==> src/rtl/i2c_slv_pkg.sv <==
package i2c_slv_pkg;
    typedef enum logic [2:0] {
        ST_IDLE,
        ST_ADDR,
        ST_ADDR_ACK,
        ST_WR_BYTE,
        ST_WR_ACK,
        ST_RD_BYTE,
        ST_RD_ACK,
        ST_IGNORE
    } slv_state_e;

    localparam logic [7:0]  CMD_VERSION   = 8'h09;
    localparam logic [7:0]  CMD_ALERT     = 8'h0A;
    localparam logic [15:0] VERSION_WORD  = 16'h0100;
    localparam logic [15:0] NO_ALERT_WORD = 16'h8103;
endpackage

==> src/rtl/i2c_line_sync.sv <==
module i2c_line_sync #(
    parameter int SYNC_STAGES = 2
) (
    input  logic clk,
    input  logic rst_n,
    input  logic scl_i,
    input  logic sda_i,
    output logic scl_s,
    output logic sda_s,
    output logic scl_rise,
    output logic scl_fall,
    output logic start_det,
    output logic stop_det
);
    logic [SYNC_STAGES:0] scl_sh;
    logic [SYNC_STAGES:0] sda_sh;
    logic scl_p;
    logic sda_p;

    always_ff @(posedge clk or negedge rst_n) begin
        if (!rst_n) begin
            scl_sh <= '1;
            sda_sh <= '1;
        end else begin
            scl_sh <= {scl_sh[SYNC_STAGES-1:0], scl_i};
            sda_sh <= {sda_sh[SYNC_STAGES-1:0], sda_i};
        end
    end

    assign scl_s = scl_sh[SYNC_STAGES-1];
    assign sda_s = sda_sh[SYNC_STAGES-1];
    assign scl_p = scl_sh[SYNC_STAGES];
    assign sda_p = sda_sh[SYNC_STAGES];

    assign scl_rise  = scl_s & ~scl_p;
    assign scl_fall  = ~scl_s & scl_p;
    assign start_det = scl_s & scl_p & sda_p & ~sda_s;
    assign stop_det  = scl_s & scl_p & ~sda_p & sda_s;
endmodule

==> src/rtl/i2c_lockout_timer.sv <==
module i2c_lockout_timer #(
    parameter int LIMIT = 5_000_000
) (
    input  logic clk,
    input  logic rst_n,
    input  logic busy,
    input  logic restart,
    output logic expired
);
    localparam int CW = $clog2(LIMIT + 1);

    logic [CW-1:0] cnt;

    assign expired = busy && (cnt == CW'(LIMIT - 1));

    always_ff @(posedge clk or negedge rst_n) begin
        if (!rst_n)
            cnt <= '0;
        else if (!busy || restart || expired)
            cnt <= '0;
        else
            cnt <= cnt + 1'b1;
    end

    AST_LOCK_CNT_BOUND: assert property (@(posedge clk) disable iff (!rst_n)
        cnt < CW'(LIMIT));
endmodule

==> src/rtl/i2c_cmd_map.sv <==
module i2c_cmd_map
    import i2c_slv_pkg::*;
#(
    parameter int NREG = 4
) (
    input  logic        clk,
    input  logic        rst_n,
    input  logic        clr,
    input  logic        wr_en,
    input  logic [7:0]  wr_ptr,
    input  logic [7:0]  wr_data,
    input  logic [7:0]  rd_ptr,
    input  logic        alert_valid,
    input  logic [7:0]  alert_src,
    output logic [15:0] word_o
);
    localparam int IW = (NREG > 1) ? $clog2(NREG) : 1;

    logic [7:0] regs [NREG];

    for (genvar i = 0; i < NREG; i++) begin : g_reg
        always_ff @(posedge clk or negedge rst_n) begin
            if (!rst_n)
                regs[i] <= '0;
            else if (clr)
                regs[i] <= '0;
            else if (wr_en && (wr_ptr == 8'(i)))
                regs[i] <= wr_data;
        end
    end

    always_comb begin
        if (rd_ptr == CMD_VERSION)
            word_o = VERSION_WORD;
        else if (rd_ptr == CMD_ALERT)
            word_o = alert_valid ? {8'h00, alert_src} : NO_ALERT_WORD;
        else if (rd_ptr < 8'(NREG))
            word_o = {8'h00, regs[rd_ptr[IW-1:0]]};
        else
            word_o = 16'h0000;
    end
endmodule

==> src/rtl/i2c_reg_slave.sv <==
module i2c_reg_slave
    import i2c_slv_pkg::*;
#(
    parameter logic [6:0] DEV_ADDR    = 7'h2C,
    parameter int         NREG        = 4,
    parameter int         LOCK_CYC    = 5_000_000,
    parameter int         SYNC_STAGES = 2
) (
    input  logic       clk,
    input  logic       rst_n,
    input  logic       scl_i,
    input  logic       sda_i,
    input  logic       alert_valid,
    input  logic [7:0] alert_src,
    output logic       sda_oe
);
    slv_state_e state, nxt;

    logic        scl_s, sda_s, scl_rise, scl_fall, start_det, stop_det;
    logic        tmo;
    logic [3:0]  bitcnt;
    logic [7:0]  rx_sh;
    logic [7:0]  tx_sh;
    logic [7:0]  ptr;
    logic        ptr_pending;
    logic        hi_sel;
    logic        mst_nack;
    logic        wr_en;
    logic [15:0] word;
    logic [7:0]  cur_byte;

    i2c_line_sync #(.SYNC_STAGES(SYNC_STAGES)) u_sync (
        .clk(clk), .rst_n(rst_n), .scl_i(scl_i), .sda_i(sda_i),
        .scl_s(scl_s), .sda_s(sda_s), .scl_rise(scl_rise), .scl_fall(scl_fall),
        .start_det(start_det), .stop_det(stop_det)
    );

    i2c_lockout_timer #(.LIMIT(LOCK_CYC)) u_lock (
        .clk(clk), .rst_n(rst_n), .busy(state != ST_IDLE),
        .restart(start_det), .expired(tmo)
    );

    assign wr_en = (state == ST_WR_BYTE) && scl_fall && (bitcnt == 4'd8) && !ptr_pending;

    i2c_cmd_map #(.NREG(NREG)) u_map (
        .clk(clk), .rst_n(rst_n), .clr(tmo), .wr_en(wr_en), .wr_ptr(ptr),
        .wr_data(rx_sh), .rd_ptr(ptr), .alert_valid(alert_valid),
        .alert_src(alert_src), .word_o(word)
    );

    assign cur_byte = hi_sel ? word[15:8] : word[7:0];

    // next-state decision
    always_comb begin
        nxt = state;
        if (tmo)
            nxt = ST_IDLE;
        else if (start_det)
            nxt = ST_ADDR;
        else if (stop_det)
            nxt = ST_IDLE;
        else begin
            unique case (state)
                ST_ADDR:     if (scl_fall && bitcnt == 4'd8)
                                 nxt = (rx_sh[7:1] == DEV_ADDR) ? ST_ADDR_ACK : ST_IGNORE;
                ST_ADDR_ACK: if (scl_fall) nxt = rx_sh[0] ? ST_RD_BYTE : ST_WR_BYTE;
                ST_WR_BYTE:  if (scl_fall && bitcnt == 4'd8) nxt = ST_WR_ACK;
                ST_WR_ACK:   if (scl_fall) nxt = ST_WR_BYTE;
                ST_RD_BYTE:  if (scl_fall && bitcnt == 4'd7) nxt = ST_RD_ACK;
                ST_RD_ACK:   if (scl_fall) nxt = mst_nack ? ST_IGNORE : ST_RD_BYTE;
                default:     nxt = state;
            endcase
        end
    end

    // state register
    always_ff @(posedge clk or negedge rst_n) begin
        if (!rst_n) state <= ST_IDLE;
        else        state <= nxt;
    end

    // datapath registers
    always_ff @(posedge clk or negedge rst_n) begin
        if (!rst_n) begin
            bitcnt <= '0; rx_sh <= '0; tx_sh <= '0; ptr <= '0;
            ptr_pending <= 1'b0; hi_sel <= 1'b0; mst_nack <= 1'b0;
        end else if (tmo) begin
            bitcnt <= '0; tx_sh <= '0; ptr <= '0;
            ptr_pending <= 1'b0; hi_sel <= 1'b0; mst_nack <= 1'b0;
        end else if (start_det) begin
            bitcnt <= '0;
            hi_sel <= 1'b0;
        end else begin
            unique case (state)
                ST_ADDR: if (scl_rise) begin
                    rx_sh  <= {rx_sh[6:0], sda_s};
                    bitcnt <= bitcnt + 1'b1;
                end
                ST_ADDR_ACK: if (scl_fall) begin
                    bitcnt      <= '0;
                    ptr_pending <= 1'b1;
                    if (rx_sh[0]) begin
                        tx_sh  <= cur_byte;
                        hi_sel <= ~hi_sel;
                    end
                end
                ST_WR_BYTE: begin
                    if (scl_rise) begin
                        rx_sh  <= {rx_sh[6:0], sda_s};
                        bitcnt <= bitcnt + 1'b1;
                    end else if (scl_fall && bitcnt == 4'd8 && ptr_pending) begin
                        ptr         <= rx_sh;
                        ptr_pending <= 1'b0;
                    end
                end
                ST_WR_ACK: if (scl_fall) bitcnt <= '0;
                ST_RD_BYTE: if (scl_fall && bitcnt != 4'd7) begin
                    tx_sh  <= {tx_sh[6:0], 1'b0};
                    bitcnt <= bitcnt + 1'b1;
                end
                ST_RD_ACK: begin
                    if (scl_rise)
                        mst_nack <= sda_s;
                    else if (scl_fall && !mst_nack) begin
                        tx_sh  <= cur_byte;
                        hi_sel <= ~hi_sel;
                        bitcnt <= '0;
                    end
                end
                default: ;
            endcase
        end
    end

    // outputs
    always_comb begin
        sda_oe = 1'b0;
        unique case (state)
            ST_ADDR_ACK, ST_WR_ACK: sda_oe = 1'b1;
            ST_RD_BYTE:             sda_oe = ~tx_sh[7];
            default:                sda_oe = 1'b0;
        endcase
    end

    AST_START_TO_ADDR: assert property (@(posedge clk) disable iff (!rst_n)
        (start_det && !tmo) |=> (state == ST_ADDR));
    AST_BITCNT_MAX: assert property (@(posedge clk) disable iff (!rst_n)
        bitcnt <= 4'd8);
    AST_STOP_TO_IDLE: assert property (@(posedge clk) disable iff (!rst_n)
        (stop_det && !start_det) |=> (state == ST_IDLE));
    AST_SDA_HELD_SCL_HIGH: assert property (@(posedge clk) disable iff (!rst_n)
        (scl_s && $past(scl_s) && !$past(start_det || stop_det || tmo)) |-> $stable(sda_oe));
    AST_TMO_DEFAULTS: assert property (@(posedge clk) disable iff (!rst_n)
        tmo |=> (state == ST_IDLE && ptr == 8'h00 && !sda_oe));
endmodule

==> config.mk <==
export PLATFORM = sky130hd
export DESIGN_NAME = i2c_reg_slave
export DESIGN_NICKNAME = d
export VERILOG_FILES = /design/src/rtl/i2c_slv_pkg.sv /design/src/rtl/i2c_line_sync.sv /design/src/rtl/i2c_lockout_timer.sv /design/src/rtl/i2c_cmd_map.sv /design/src/rtl/i2c_reg_slave.sv
export SDC_FILE = /design/constraint.sdc
export NUM_CORES = 1
export LEC_CHECK = 0
export ABC_AREA = 0
export ABC_CLOCK_PERIOD_IN_PS = 2400
export BUFFER_PORTS_ARGS = -buffer_cell sky130_fd_sc_hd__buf_2
export CAP_MARGIN = 5
export CORE_MARGIN = 4
export CORE_UTILIZATION = 60
export DETAILED_ROUTE_END_ITERATION = 10
export PLACE_DENSITY = 0.77
export REMOVE_ABC_BUFFERS = 1
export SETUP_SLACK_MARGIN = 0.5
export SLEW_MARGIN = 10
export SYNTH_ARGS = -nofsm -noshare
export SYNTH_HDL_FRONTEND = slang
export SYNTH_SLANG_ARGS = --single-unit
==> constraint.sdc <==
create_clock -name clk -period 2.4 [get_ports clk]
set_input_delay 0 -clock clk [delete_from_list [all_inputs] [get_ports clk]]
set_output_delay 0 -clock clk [all_outputs]
set_load 0.1 [all_outputs]
==> metrics.csv <==
stage,metric,value,unit
floorplan,Starting Density,63.2,%
place,# port buffers,13,
final_layout,Nets,526,
status,status,finished clean,
sta,final hold viol count,0,
power,combinational share of power,15.8,%
global_routing,initial antenna violation count,0,
synth,Mean Syn Cell Area,10.4,sq um
worst_setup_path,worst-path cell chain,or4_4 -> nor4_4 -> buf_6 -> nand4_4 -> mux2i_1 -> nor2_1,
worst_setup_path,Crit. Startpoint,ptr[6],
route,Routed WL per cell,18.5,um
clock_tree,H-tree depth,3,
worst_setup_path,RR Endpoint,u_map.regs[23],
clock_tree,clk sinks,95,
worst_setup_path,worst setup path category,reg2reg,
final_layout,ant diodes,0,
clock_tree,clk buf depth,2,
final_layout,"commonest non-fill, non-tap cell in the layout",nor2_1,
final_layout,fill count,538,
power,Cell Pwr Density,656,nW/um^2
sta,final setup fails,0,
synth,sequential fraction of the synthesis area,47.8,%
synth,Yosys Warn Count,0,
clock_tree,clock transition at the registers of the reported paths,90,ps
sta,Final min period,1950,ps
floorplan,num rows,32,
worst_setup_path,worst r2r path cells,6,
floorplan,Die H,99.2,um
floorplan,IO Count,14,
worst_setup_path,Slowest cell on crit path,or4_4,
sta,Worst Tran Pin Value,548,ps
clock_tree,CTS tree,done,
floorplan,die area,9840,sq um
global_routing,first-pass GRT wire length,18700,um
synth,#FFs+latches synth,95,
hold_path,Worst Hold Class,in2reg,
flow_run,# Max-Cap Violations,0,
worst_setup_path,Max stage delay on crit path,560,ps
power,Net Sw Frac,30.3,%
global_routing,grt ovf,0,
clock_tree,TritonCTS Buffers,9,
power,sequential share of power,55.1,%
power,Pint,0.00262,W
power,clock power share,29.0,%
route,DRC viols,0,
worst_setup_path,critical-path maximum fanout,8,
final_layout,Multi-input gate area,2620,sq um
final_layout,FF/Latch Area,2390,sq um
floorplan,Die X,99.2,um
final_layout,most frequent cells in the layout,"87 x nor2_1, 81 x dfrtp_1, 42 x mux2i_1",
power,LEAKAGE,2.68,nW
sta,Tcrit/Tclk final,81.2,%
sta,setup TNS,0,ps
synth,Mapped Cells,480,
sta,Fmax,513,MHz
route,vias per cell,6.25,
global_routing,Global Route Usage Sum,23.5,%
worst_setup_path,crit path to,u_map.regs[23],
worst_setup_path,R2R setup slack,450,ps
power,Peak VDD IR,0.000551,V
route,post-route ant nets,0,
clock_tree,clock latency on the worst-skew pair,360,ps
worst_setup_path,Setup crit start kind,register,
sta,Worst slew margin,63.2,%
floorplan,Core Region,7890,sq um
worst_setup_path,Critical R2R Launch,ptr[6],
synth,Post-synth EDFFs,0,
final_layout,fraction of final layout cells sized beyond drive strength 1,25.0,%
sta,Clock Skew,15.5,ps
place,HPWL after DPL,7420,um
synth,ys flop type,dfrtp_1,
worst_setup_path,Critical Path End Type,register,
global_routing,largest net degree at the start of global routing,59,
power,Psw,0.00114,W
final_layout,Layout area overhead,15.0,%
place,placer congestion estimate,0.891,
synth,Mapped Area,4990,sq um
synth,Yosys cell types,57,
sta,Pins Over Slew Limit,0,
clock_tree,clock root buffer,clkbuf_8,
final_layout,final core occ,72.8,%
synth,Async SR Flop Fraction,100,%
route,final WL,11400,um
global_routing,vias in the first global route,3715,
route,1st-iter DRT viols,229,
route,drt pass-1 iters,5,
sta,RSZ-0062 raised after global routing,yes,
worst_setup_path,crit path DAT,2180,ps
worst_setup_path,worst path required time,2630,ps
route,Vias,3858,
[registers in the layout, indices dropped and copies added, names as in the netlist]
name and cells:
state 3, mst_nack 1, u_map.regs 32, u_sync.scl_sh 3
ptr 8, u_lock.cnt 23, bitcnt 4, tx_sh 8
hi_sel 1, u_sync.sda_sh 3, rx_sh 8, ptr_pending 1
[cells in the mapped netlist, types with 2 or more instances]
master    number  share of area [%]
mux2_2         8                1.8
buf_1          5               0.38
nor2_1        89                6.7
inv_1         10               0.75
nor4_1         4               0.50
dfstp_2        6                3.2
buf_2          5               0.50
xnor2_1       16                2.8
a32o_1         2               0.40
or3_1          4               0.50
and2_1         3               0.38
clkbuf_1      16                1.2
o41ai_1        2               0.35
ha_1           3               0.75
o21ai_0        7               0.70
nand3_1       20                2.0
mux4_2         7                3.2
nand4_1       14                1.8
a211oi_1       9                1.4
and3b_1        3               0.53
a21oi_1       14                1.4
dfrtp_1       89                 45
nor4b_1        3               0.53
nor3_1        17                1.7
xor2_1         6                1.1
nand4b_1       6                1.1
or2_2          3               0.38
nand3b_1       3               0.45
and4_1         4               0.70
and3_1         4               0.50
o211ai_1       2               0.30
mux2i_1       42                8.4
nor2b_1        6               0.75
nand4_4        5                2.1
nor4_4         2               0.85
nand2_1       15                1.1
nor3b_1        4               0.60
nand2b_1       3               0.38
[layout make-up]
type                       instances  share of cell area [%]
clock inverter                     4                   0.937
inverter                          11                   0.719
tap                              102                    2.22
sequential                        95                    41.7
multi-input combinational        348                    45.6
timing repair buffer              45                    6.13
clock buffer                      12                    2.70
[cells by family after synthesis]
family / after synthesis / synth area share (%)
compound gates: 49 / 6.75
xor+xnor: 22 / 3.86
fa+ha+maj: 3 / 0.753
buf+inv: 37 / 2.91
flops: 95 / 47.8
mux: 57 / 13.4
simple gates: 217 / 24.5
[how the worst min path moves through the flow]
stage | start | endpoint | slack (ps) | cells after the start
2_1_floorplan | rst_n | bitcnt[0] | -300 | 0
3_3_place_gp | rst_n | u_map.regs[27] | -6 | 1
3_5_place_dp | rst_n | u_map.regs[27] | 0.05 | 1
4_1_cts | alert_src[2] | tx_sh[2] | 120 | 5
5_1_grt | alert_src[3] | tx_sh[3] | 160 | 5
6_report | alert_src[2] | tx_sh[2] | 120 | 5
[metrics by stage]
| step | worst slack, ps | hold WS (ps) | power [W] | std cells | area, sq um |
|---|---|---|---|---|---|
| floorplan | -611 | -296 | 0.00233 | 454 | 4880 |
| global placement | 342 | -6.18 | 0.00252 | 581 | 5200 |
| detailed placement | 283 | 0.0516 | 0.00257 | 581 | 5200 |
| CTS | 429 | 120 | 0.00368 | 608 | 5560 |
| global route | 326 | 161 | 0.00395 | 617 | 5740 |
| finish | 452 | 125 | 0.00376 | 617 | 5740 |
[worst max-delay path, delay by kind of cell, from the launching register on]
kind / cells / cell delay, ps
buffers and inverters: 1 / 180
flip-flops: 1 / 400
multiplexers: 1 / 240
AND/OR/NAND/NOR: 4 / 1010
[routing by layer]
metal | track usage, % | wire (um) | vias to the layer above
met1 | 34.5 | 5370 | 1934
met4 | 6.83 | 157 | 0
met3 | 4.42 | 545 | 16
li1 | - | - | 1790
met2 | 36.0 | 5340 | 118
met5 | 0 | 0 | -
[power groups by stage]
stage / Clock (W) / Combinational (W) / Sequential (W)
final: 0.00109 / 0.000596 / 0.00208
after global routing: 0.00119 / 0.000661 / 0.00210
after CTS: 0.00111 / 0.000526 / 0.00205
after detailed placement: 0 / 0.000490 / 0.00208
after global placement: 0 / 0.000464 / 0.00206
after floorplan: 0 / 0.000355 / 0.00198
[timing repair]
item                       CTS  global route
hold endpoints to repair    39             0
setup endpoints to repair   83            88
hold buffers                 3             0
cloned                       0             0
resized for setup           17            28
pin swaps                    8            24
setup buffers                8             9
(Power assumes the default switching activity.)
